File: config.mk
export PLATFORM = sky130hd
export DESIGN_NAME = sysBusDecoder
export DESIGN_NICKNAME = d
export VERILOG_FILES = /design/src/rtl/sysBusDecoderPkg.sv /design/src/rtl/sysBusRegion.sv /design/src/rtl/sysBusCtrl.sv /design/src/rtl/sysBusData.sv /design/src/rtl/sysBusDecoder.sv
export SDC_FILE = /design/constraint.sdc
export NUM_CORES = 1
export LEC_CHECK = 0
export ABC_AREA = 1
export BUFFER_PORTS_ARGS = -buffer_cell sky130_fd_sc_hd__buf_2
export CORE_MARGIN = 2
export CORE_UTILIZATION = 41
export DETAILED_ROUTE_END_ITERATION = 10
export PLACE_DENSITY = 0.86
export SYNTH_ARGS = -nofsm -noshare
export SYNTH_HDL_FRONTEND = slang
export SYNTH_HIERARCHICAL = 1
export SYNTH_SLANG_ARGS = --single-unit
File: constraint.sdc
create_clock -name vclk -period 4.3
set_clock_uncertainty 0.05 [all_clocks]
set_input_delay 0.43 -clock vclk [all_inputs]
set_output_delay 0.43 -clock vclk [all_outputs]
set_load 0.005 [all_outputs]
File: src/rtl/sysBusDecoderPkg.sv
package sysBusDecoderPkg;
  localparam int ADDR_W  = 16;
  localparam int DATA_W  = 8;
  localparam int NUM_TGT = 7;

  typedef enum logic [2:0] {
    TGT_NONE = 3'd0,
    TGT_BOOT = 3'd1,
    TGT_CART = 3'd2,
    TGT_VRAM = 3'd3,
    TGT_WRAM = 3'd4,
    TGT_OAM  = 3'd5,
    TGT_IO   = 3'd6,
    TGT_HRAM = 3'd7
  } target_e;

  typedef enum logic [3:0] {
    RG_BOOTLOW, RG_HDR, RG_BOOTEXT, RG_ROM, RG_VRAM, RG_XRAM,
    RG_WRAM0, RG_WRAMB, RG_ECHO0, RG_ECHOB, RG_OAM, RG_HOLE,
    RG_IO, RG_HRAM, RG_IE
  } region_e;

  typedef struct packed {
    target_e tgt;
    logic    bankedHalf;
  } ctrlStrobes_t;
endpackage

File: src/rtl/sysBusRegion.sv
module sysBusRegion
  import sysBusDecoderPkg::*;
(
  input  logic [ADDR_W-1:0] busAddr,
  output region_e           region
);
  always_comb begin
    if (busAddr < 16'h0100)       region = RG_BOOTLOW;
    else if (busAddr < 16'h0200)  region = RG_HDR;
    else if (busAddr < 16'h0900)  region = RG_BOOTEXT;
    else if (busAddr < 16'h8000)  region = RG_ROM;
    else if (busAddr < 16'hA000)  region = RG_VRAM;
    else if (busAddr < 16'hC000)  region = RG_XRAM;
    else if (busAddr < 16'hD000)  region = RG_WRAM0;
    else if (busAddr < 16'hE000)  region = RG_WRAMB;
    else if (busAddr < 16'hF000)  region = RG_ECHO0;
    else if (busAddr < 16'hFE00)  region = RG_ECHOB;
    else if (busAddr < 16'hFEA0)  region = RG_OAM;
    else if (busAddr < 16'hFF00)  region = RG_HOLE;
    else if (busAddr < 16'hFF80)  region = RG_IO;
    else if (busAddr != 16'hFFFF) region = RG_HRAM;
    else                          region = RG_IE;
  end
endmodule

File: src/rtl/sysBusCtrl.sv
module sysBusCtrl
  import sysBusDecoderPkg::*;
#(
  parameter int PAGE_W = 8
) (
  input  region_e           region,
  input  logic              busWr,
  input  logic              bootOff,
  input  logic              colorMode,
  input  logic              ppuVramRd,
  input  logic              ppuVramWr,
  input  logic              ppuOamRd,
  input  logic              ppuOamWr,
  input  logic              dmaBusy,
  input  logic              dmaOamGrant,
  input  logic [PAGE_W-1:0] dmaSrcPage,
  output ctrlStrobes_t      strobes
);
  localparam logic [PAGE_W-1:0] CART_PAGE_MIN = PAGE_W'(1) << (PAGE_W - 1);

  logic    vramOpen, oamOpen, bootRead, cartInDma;
  target_e tgt;

  assign vramOpen  = busWr ? ppuVramWr : ppuVramRd;
  assign oamOpen   = busWr ? ppuOamWr : ppuOamRd;
  assign bootRead  = !busWr;
  assign cartInDma = !busWr && (dmaSrcPage >= CART_PAGE_MIN);

  always_comb begin
    tgt = TGT_NONE;
    if (!dmaBusy) begin
      unique case (region)
        RG_BOOTLOW: tgt = bootOff ? TGT_CART : (bootRead ? TGT_BOOT : TGT_NONE);
        RG_BOOTEXT: tgt = (colorMode && !bootOff) ?
                          (bootRead ? TGT_BOOT : TGT_NONE) : TGT_CART;
        RG_HDR, RG_ROM, RG_XRAM: tgt = TGT_CART;
        RG_VRAM:    tgt = vramOpen ? TGT_VRAM : TGT_NONE;
        RG_WRAM0, RG_WRAMB, RG_ECHO0, RG_ECHOB: tgt = TGT_WRAM;
        RG_OAM:     tgt = oamOpen ? TGT_OAM : TGT_NONE;
        RG_IO, RG_IE: tgt = TGT_IO;
        RG_HRAM:    tgt = TGT_HRAM;
        default:    tgt = TGT_NONE;
      endcase
    end else begin
      unique case (region)
        RG_BOOTLOW, RG_HDR, RG_BOOTEXT, RG_ROM:
                    tgt = cartInDma ? TGT_CART : TGT_NONE;
        RG_ECHO0, RG_ECHOB: tgt = TGT_WRAM;
        RG_OAM:     tgt = dmaOamGrant ? TGT_OAM : TGT_NONE;
        RG_IO, RG_IE: tgt = TGT_IO;
        RG_HRAM:    tgt = TGT_HRAM;
        default:    tgt = TGT_NONE;
      endcase
    end
  end

  assign strobes.tgt        = tgt;
  assign strobes.bankedHalf = (region == RG_WRAMB) || (region == RG_ECHOB);
endmodule

File: src/rtl/sysBusData.sv
module sysBusData
  import sysBusDecoderPkg::*;
#(
  parameter int VRAM_BANK_W = 1,
  parameter int WRAM_BANK_W = 3
) (
  input  logic [ADDR_W-1:0]      busAddr,
  input  logic                   busWr,
  input  logic [VRAM_BANK_W-1:0] vramBank,
  input  logic [WRAM_BANK_W-1:0] wramBank,
  input  ctrlStrobes_t           strobes,
  input  logic [DATA_W-1:0]      rdVec [NUM_TGT],
  output logic [NUM_TGT-1:0]     tgtSel,
  output logic [ADDR_W-1:0]      tgtOffset,
  output logic [NUM_TGT-1:0]     wrEn,
  output logic [DATA_W-1:0]      rdData
);
  localparam int VRAM_PAGE_SH = 13;
  localparam int WRAM_PAGE_SH = 12;

  logic [ADDR_W-1:0] vramOfs, wramOfs;

  for (genvar i = 0; i < NUM_TGT; i++) begin : g_sel
    assign tgtSel[i] = (strobes.tgt == target_e'(i + 1));
    assign wrEn[i]   = tgtSel[i] && busWr;
  end

  assign vramOfs = (ADDR_W'(vramBank) << VRAM_PAGE_SH)
                 | ADDR_W'(busAddr[VRAM_PAGE_SH-1:0]);
  assign wramOfs = (strobes.bankedHalf ? (ADDR_W'(wramBank) << WRAM_PAGE_SH) : '0)
                 | ADDR_W'(busAddr[WRAM_PAGE_SH-1:0]);

  always_comb begin
    unique case (strobes.tgt)
      TGT_BOOT, TGT_CART: tgtOffset = busAddr;
      TGT_VRAM:           tgtOffset = vramOfs;
      TGT_WRAM:           tgtOffset = wramOfs;
      TGT_OAM, TGT_IO:    tgtOffset = ADDR_W'(busAddr[7:0]);
      TGT_HRAM:           tgtOffset = ADDR_W'(busAddr[6:0]);
      default:            tgtOffset = '0;
    endcase
  end

  always_comb begin
    rdData = '1;
    for (int i = 0; i < NUM_TGT; i++) begin
      if (tgtSel[i]) rdData = rdVec[i];
    end
  end
endmodule

File: src/rtl/sysBusDecoder.sv
module sysBusDecoder
  import sysBusDecoderPkg::*;
#(
  parameter int VRAM_BANK_W = 1,
  parameter int WRAM_BANK_W = 3,
  parameter int PAGE_W      = 8
) (
  input  logic [ADDR_W-1:0]      busAddr,
  input  logic                   busWr,
  input  logic                   bootOff,
  input  logic                   colorMode,
  input  logic [VRAM_BANK_W-1:0] vramBank,
  input  logic [WRAM_BANK_W-1:0] wramBank,
  input  logic                   ppuVramRd,
  input  logic                   ppuVramWr,
  input  logic                   ppuOamRd,
  input  logic                   ppuOamWr,
  input  logic                   dmaBusy,
  input  logic                   dmaOamGrant,
  input  logic [PAGE_W-1:0]      dmaSrcPage,
  input  logic [DATA_W-1:0]      bootRdData,
  input  logic [DATA_W-1:0]      cartRdData,
  input  logic [DATA_W-1:0]      vramRdData,
  input  logic [DATA_W-1:0]      wramRdData,
  input  logic [DATA_W-1:0]      oamRdData,
  input  logic [DATA_W-1:0]      ioRdData,
  input  logic [DATA_W-1:0]      hramRdData,
  output logic [NUM_TGT-1:0]     tgtSel,
  output logic [ADDR_W-1:0]      tgtOffset,
  output logic [NUM_TGT-1:0]     wrEn,
  output logic [DATA_W-1:0]      rdData
);
  region_e      region;
  ctrlStrobes_t strobes;
  logic [DATA_W-1:0] rdVec [NUM_TGT];

  assign rdVec[0] = bootRdData;
  assign rdVec[1] = cartRdData;
  assign rdVec[2] = vramRdData;
  assign rdVec[3] = wramRdData;
  assign rdVec[4] = oamRdData;
  assign rdVec[5] = ioRdData;
  assign rdVec[6] = hramRdData;

  sysBusRegion regionI (.busAddr(busAddr), .region(region));

  sysBusCtrl #(.PAGE_W(PAGE_W)) ctrlI (
    .region(region), .busWr(busWr), .bootOff(bootOff), .colorMode(colorMode),
    .ppuVramRd(ppuVramRd), .ppuVramWr(ppuVramWr),
    .ppuOamRd(ppuOamRd), .ppuOamWr(ppuOamWr),
    .dmaBusy(dmaBusy), .dmaOamGrant(dmaOamGrant), .dmaSrcPage(dmaSrcPage),
    .strobes(strobes)
  );

  sysBusData #(.VRAM_BANK_W(VRAM_BANK_W), .WRAM_BANK_W(WRAM_BANK_W)) dataI (
    .busAddr(busAddr), .busWr(busWr), .vramBank(vramBank), .wramBank(wramBank),
    .strobes(strobes), .rdVec(rdVec),
    .tgtSel(tgtSel), .tgtOffset(tgtOffset), .wrEn(wrEn), .rdData(rdData)
  );
endmodule

# After elaboration in Yosys (flattened, before gate mapping)
# Index checks and enable logic that the tools add are counted.
# Widths: inputs -> output; s select.
dict set report totals {
  register_bits 0
  inputBits 93
  out_inout_bits 38
  elab_cells 92
}
dict set report classes {
  n_lt_le_gt_ge 14
  eq_ne 21
  n_mux 35
  bitwise_logic 2
  n_reduce_logical 20
}
# cell count
set ops {}
lappend ops {{$lt 16x16->1 const B} 10}
lappend ops {{$pmux 16 s5} 1}
lappend ops {{$mux 8} 7}
lappend ops {{$mux 4} 13}
lappend ops {{$eq 4x4->1 const B} 6}
lappend ops {{$pmux 3 s8} 1}
lappend ops {{$eq 4x3->1 const B} 4}
lappend ops {{$lt 16x10->1 const B} 1}
lappend ops {{$lt 16x12->1 const B} 1}
lappend ops {{$lt 16x9->1 const B} 1}
lappend ops {{$ne 16x16->1 const B} 1}
lappend ops {{$or 16x12->16} 1}
lappend ops {{$mux 15} 1}
lappend ops {{$mux 3} 5}
lappend ops {{$pmux 3 s5} 1}
lappend ops {{$or 14x13->14} 1}
lappend ops {{$eq 3x3->1 const B} 4}
lappend ops {{$logic_and 1x1->1} 9}
lappend ops {{$eq 4x2->1 const B} 2}
lappend ops {{$ge 8x8->1 const B} 1}
lappend ops {{$reduce_or 2->1} 4}
lappend ops {{$reduce_or 4->1} 2}
lappend ops {{$eq 3x2->1 const B} 2}
lappend ops {{$mux 2} 3}
lappend ops {{other kinds (7)} 10}

# Longest topological paths before layout
dict set report depth {
  depth_word 27
  depth_mapped 28
  ltp_nobuf 28
}

# Modules after synthesis
# The synthesis kept the hierarchy.
# mod instances cells_each area_each_um2 seq_area_each_um2
set by_module_without_submodules {}
lappend by_module_without_submodules {sysBusData 1 178 850.8 0.0}
lappend by_module_without_submodules {sysBusCtrl 1 63 271.5 0.0}
lappend by_module_without_submodules {sysBusRegion 1 46 202.7 0.0}

# Least setup slack after synthesis
# Ideal clock, no wire load.
dict set report synth_path {
  path_kind {input-to-output}
  startpoint {input busAddr[11]}
  endpoint {output rdData[0]}
  t_arrival_ps 2490
  t_required_ps 3820
  slack_ps 1330
  cell_stages 20
  path_buffers 0
  path_cell_list {nand2_1 > inv_1 > nand2_1 > nor2_2 > nand2_1 > nand2_1 > nand2_1 > a21oi_1 > inv_4 > o21ai_2 > nand2_1 > nor2_1 > nand2_1 > nand2_1 > nand2_1 > nor2_1 > nand2_1 > or2_2 > nand4_1 > nand2_1}
}
# element line_no
set synth_lines {}
lappend synth_lines {{start, declared} sysBusDecoder.sv:8} ;# input logic [ADDR_W-1:0] busAddr,
lappend synth_lines {{end, declared} sysBusDecoder.sv:31} ;# output logic [DATA_W-1:0] rdData

==> results by group <==
Floorplan
  – Core footprint: ~3100 µm²
  – Die height: 60.9 µm
  – Placement Rows: 20
  – Initial Util: 0.434
  – Die Wd: 60.9 µm
  – I/O pin cnt: 131
  – Die area: approximately 3700 µm²

Layout
  – Final-stage net count: roughly 500
  – Area grow syn2layout: 49.5%
  – Clkbuf count: 0
  – Seq_cells: 0
  – Reg area: 0 µm²
  – Leading cell type in the layout, fill and taps excluded: buf_2
  – # diodes: 0
  – Post-route cell area: around 2000 µm²
  – Share of layout cells above drive strength 1: 0.391
  – Most frequent cells in the layout: buf_2, nand2_1, nor2_1

Detailed routing
  – Antenna-violating nets left: 0
  – Drt via density: between 4 and 5
  – DRT Pass-1 Iters: 4
  – Vias: 2068
  – 1st-iter DRT viols: 81
  – Avg WL per Cell: ~10 µm
  – Detailed-route wire length: 4.63 mm
  – Drt drc: 0

Global routing
  – GRT Total Usage: 0.221
  – First-pass GRT wire length: between 6 and 7 mm
  – Vias in the first global route: between 1500 and 2000
  – Antenna violations before repair: 0
  – Largest net degree at the start of global routing: 19
  – Grt ovf: 0

Yosys
  – Yosys cell types: 32
  – Synthesized area: ~1300 µm²
  – Syn Area/Cell: 4.62 µm²
  – Synth top area cells: nand2_1, nor2_1, inv_1, nand3_1, nand3b_1
  – Post-Synthesis Cells: between 200 and 300
  – Syn nets: 380
  – Yosys Warn Count: 6
  – Sequential cell area fraction in the yosys report: 0
  – Biggest area consumer among synthesized cells: nand2_1
  – Share of the synthesized area in the top cell type: 0.261

Setup path
  – Critical path origin: busAddr[15]
  – Critical path class: in2out
  – Req. time, crit path: approximately 3.8 ns
  – Critical Path End Type: output port
  – Crit path launch type: input port
  – Data arrival, critical path: about 3.1 ns
  – Crit path max fanout: 10

STA
  – Setup_tns: 0 ns
  – Hold WS: between 1 and 1.5 ns
  – Minimum clock period: between 3 and 4 ns
  – Max-slew headroom: 0.402
  – RSZ-0062 raised after global routing: false
  – Slew Limit Fails: 0
  – Setup violators final: 0
  – Final Hold Fails: 0
  – Max Freq: around 0.28 GHz
  – Worst-margin pin slew: 0.890 ns
  – Tcrit/Tclk final: 0.843

Placement
  – Placed inst area: between 1500 and 2000 µm²
  – GPL Wtd Cong: 0.817
  – Post-DP HPWL: about 4 mm
  – Buffers on Ports: around 120

Clock network
  – Post-CTS sizing: 0
  – Hold_buf cts: 0
  – Setup bufs post-CTS: 0

Hold path
  – Hold Crit Start: hramRdData[7]
  – Hold/Removal Path Class: in2out
  – Hold Path Cell Cnt: 4

Run
  – Max cap viols: 0

Power
  – Max VDD drop: roughly 50 µV
  – Static Leak: ~1.3 nW
  – PD cells: 96.0 nW/µm²

Run status
  – Status: finished clean
-- layer usage --
metal / vias to the layer above / share of wire / track usage / wire [µm]
li1: 1118 / - / - / -
met2: 67 / 0.51 / 0.436 / 2370
met1: 883 / 0.42 / 0.269 / 1950
met5: - / 0 / 0 / 0
met3: 0 / 0.065 / 0.0192 / 302
met4: 0 / 0 / 0.00621 / 0
-- worst paths after layout --
| check | slack (ns) | to |
|---|---|---|
| max | 0.68 | rdData[1] |
| min | 1.07 | rdData[7] |
-- cells in the mapped netlist (3+ instances only) --
cell      instances
nand2_1          92
nor2_1           58
inv_1            41
nand3_1          22
inv_2             8
nand3b_1          6
nor2_2            6
nand2_2           5
nand4_1           5
or2_1             5
or2_2             5
o21ai_0           4
o21ai_1           4
a21oi_1           3
nor2_4            3
-- where the power goes --
group	internal, mW	switching, mW
clock	0	0
sequential	0	0
combinational	0.0851	0.105
-- cell type report --
type / count / area, µm²
fillers: 337 / 1070
inverters: 52 / 200
multi-input cells: 232 / 1100
well taps: 44 / 55.1
repair buffers: 125 / 628
-- cells by family (layout without fill, tap and decap cells) --
logic type,Yosys count,count (layout),synth area share
buffers and inverters,55,177,0.172
and+or+nand+nor,215,215,0.748
AOI/OAI and AO/OA,17,17,0.0803
-- critical path, stage by stage --
cell and delay [ns]:
buf_2 0.14, nand2_2 0.08, inv_2 0.06, nand2_2 0.06
nor2_2 0.13, nand2_1 0.08, nand3_1 0.07, nand2_1 0.06
nand2_1 0.07, nand2_1 0.05, nand2_1 0.14, inv_2 0.08
o21ai_2 0.19, nand2_1 0.07, nor2_1 0.10, nand2_1 0.06
nand2_1 0.05, nand2_1 0.18, nor2_1 0.19, nand2_1 0.25
or2_2 0.36, nand4_1 0.09, nand2_1 0.05, buf_2 0.12
-- stage by stage --
stage                      util  instances  power [mW]  setup slack [ns]
after global routing      0.649        453       0.214             0.268
after detailed placement  0.649        453       0.190             0.673
final                     0.649        453       0.190             0.676
after floorplan               -        287       0.103              1.33
after CTS                 0.649        453       0.190             0.675
after global placement    0.649        453       0.186             0.734
(Power assumes the default switching activity.)
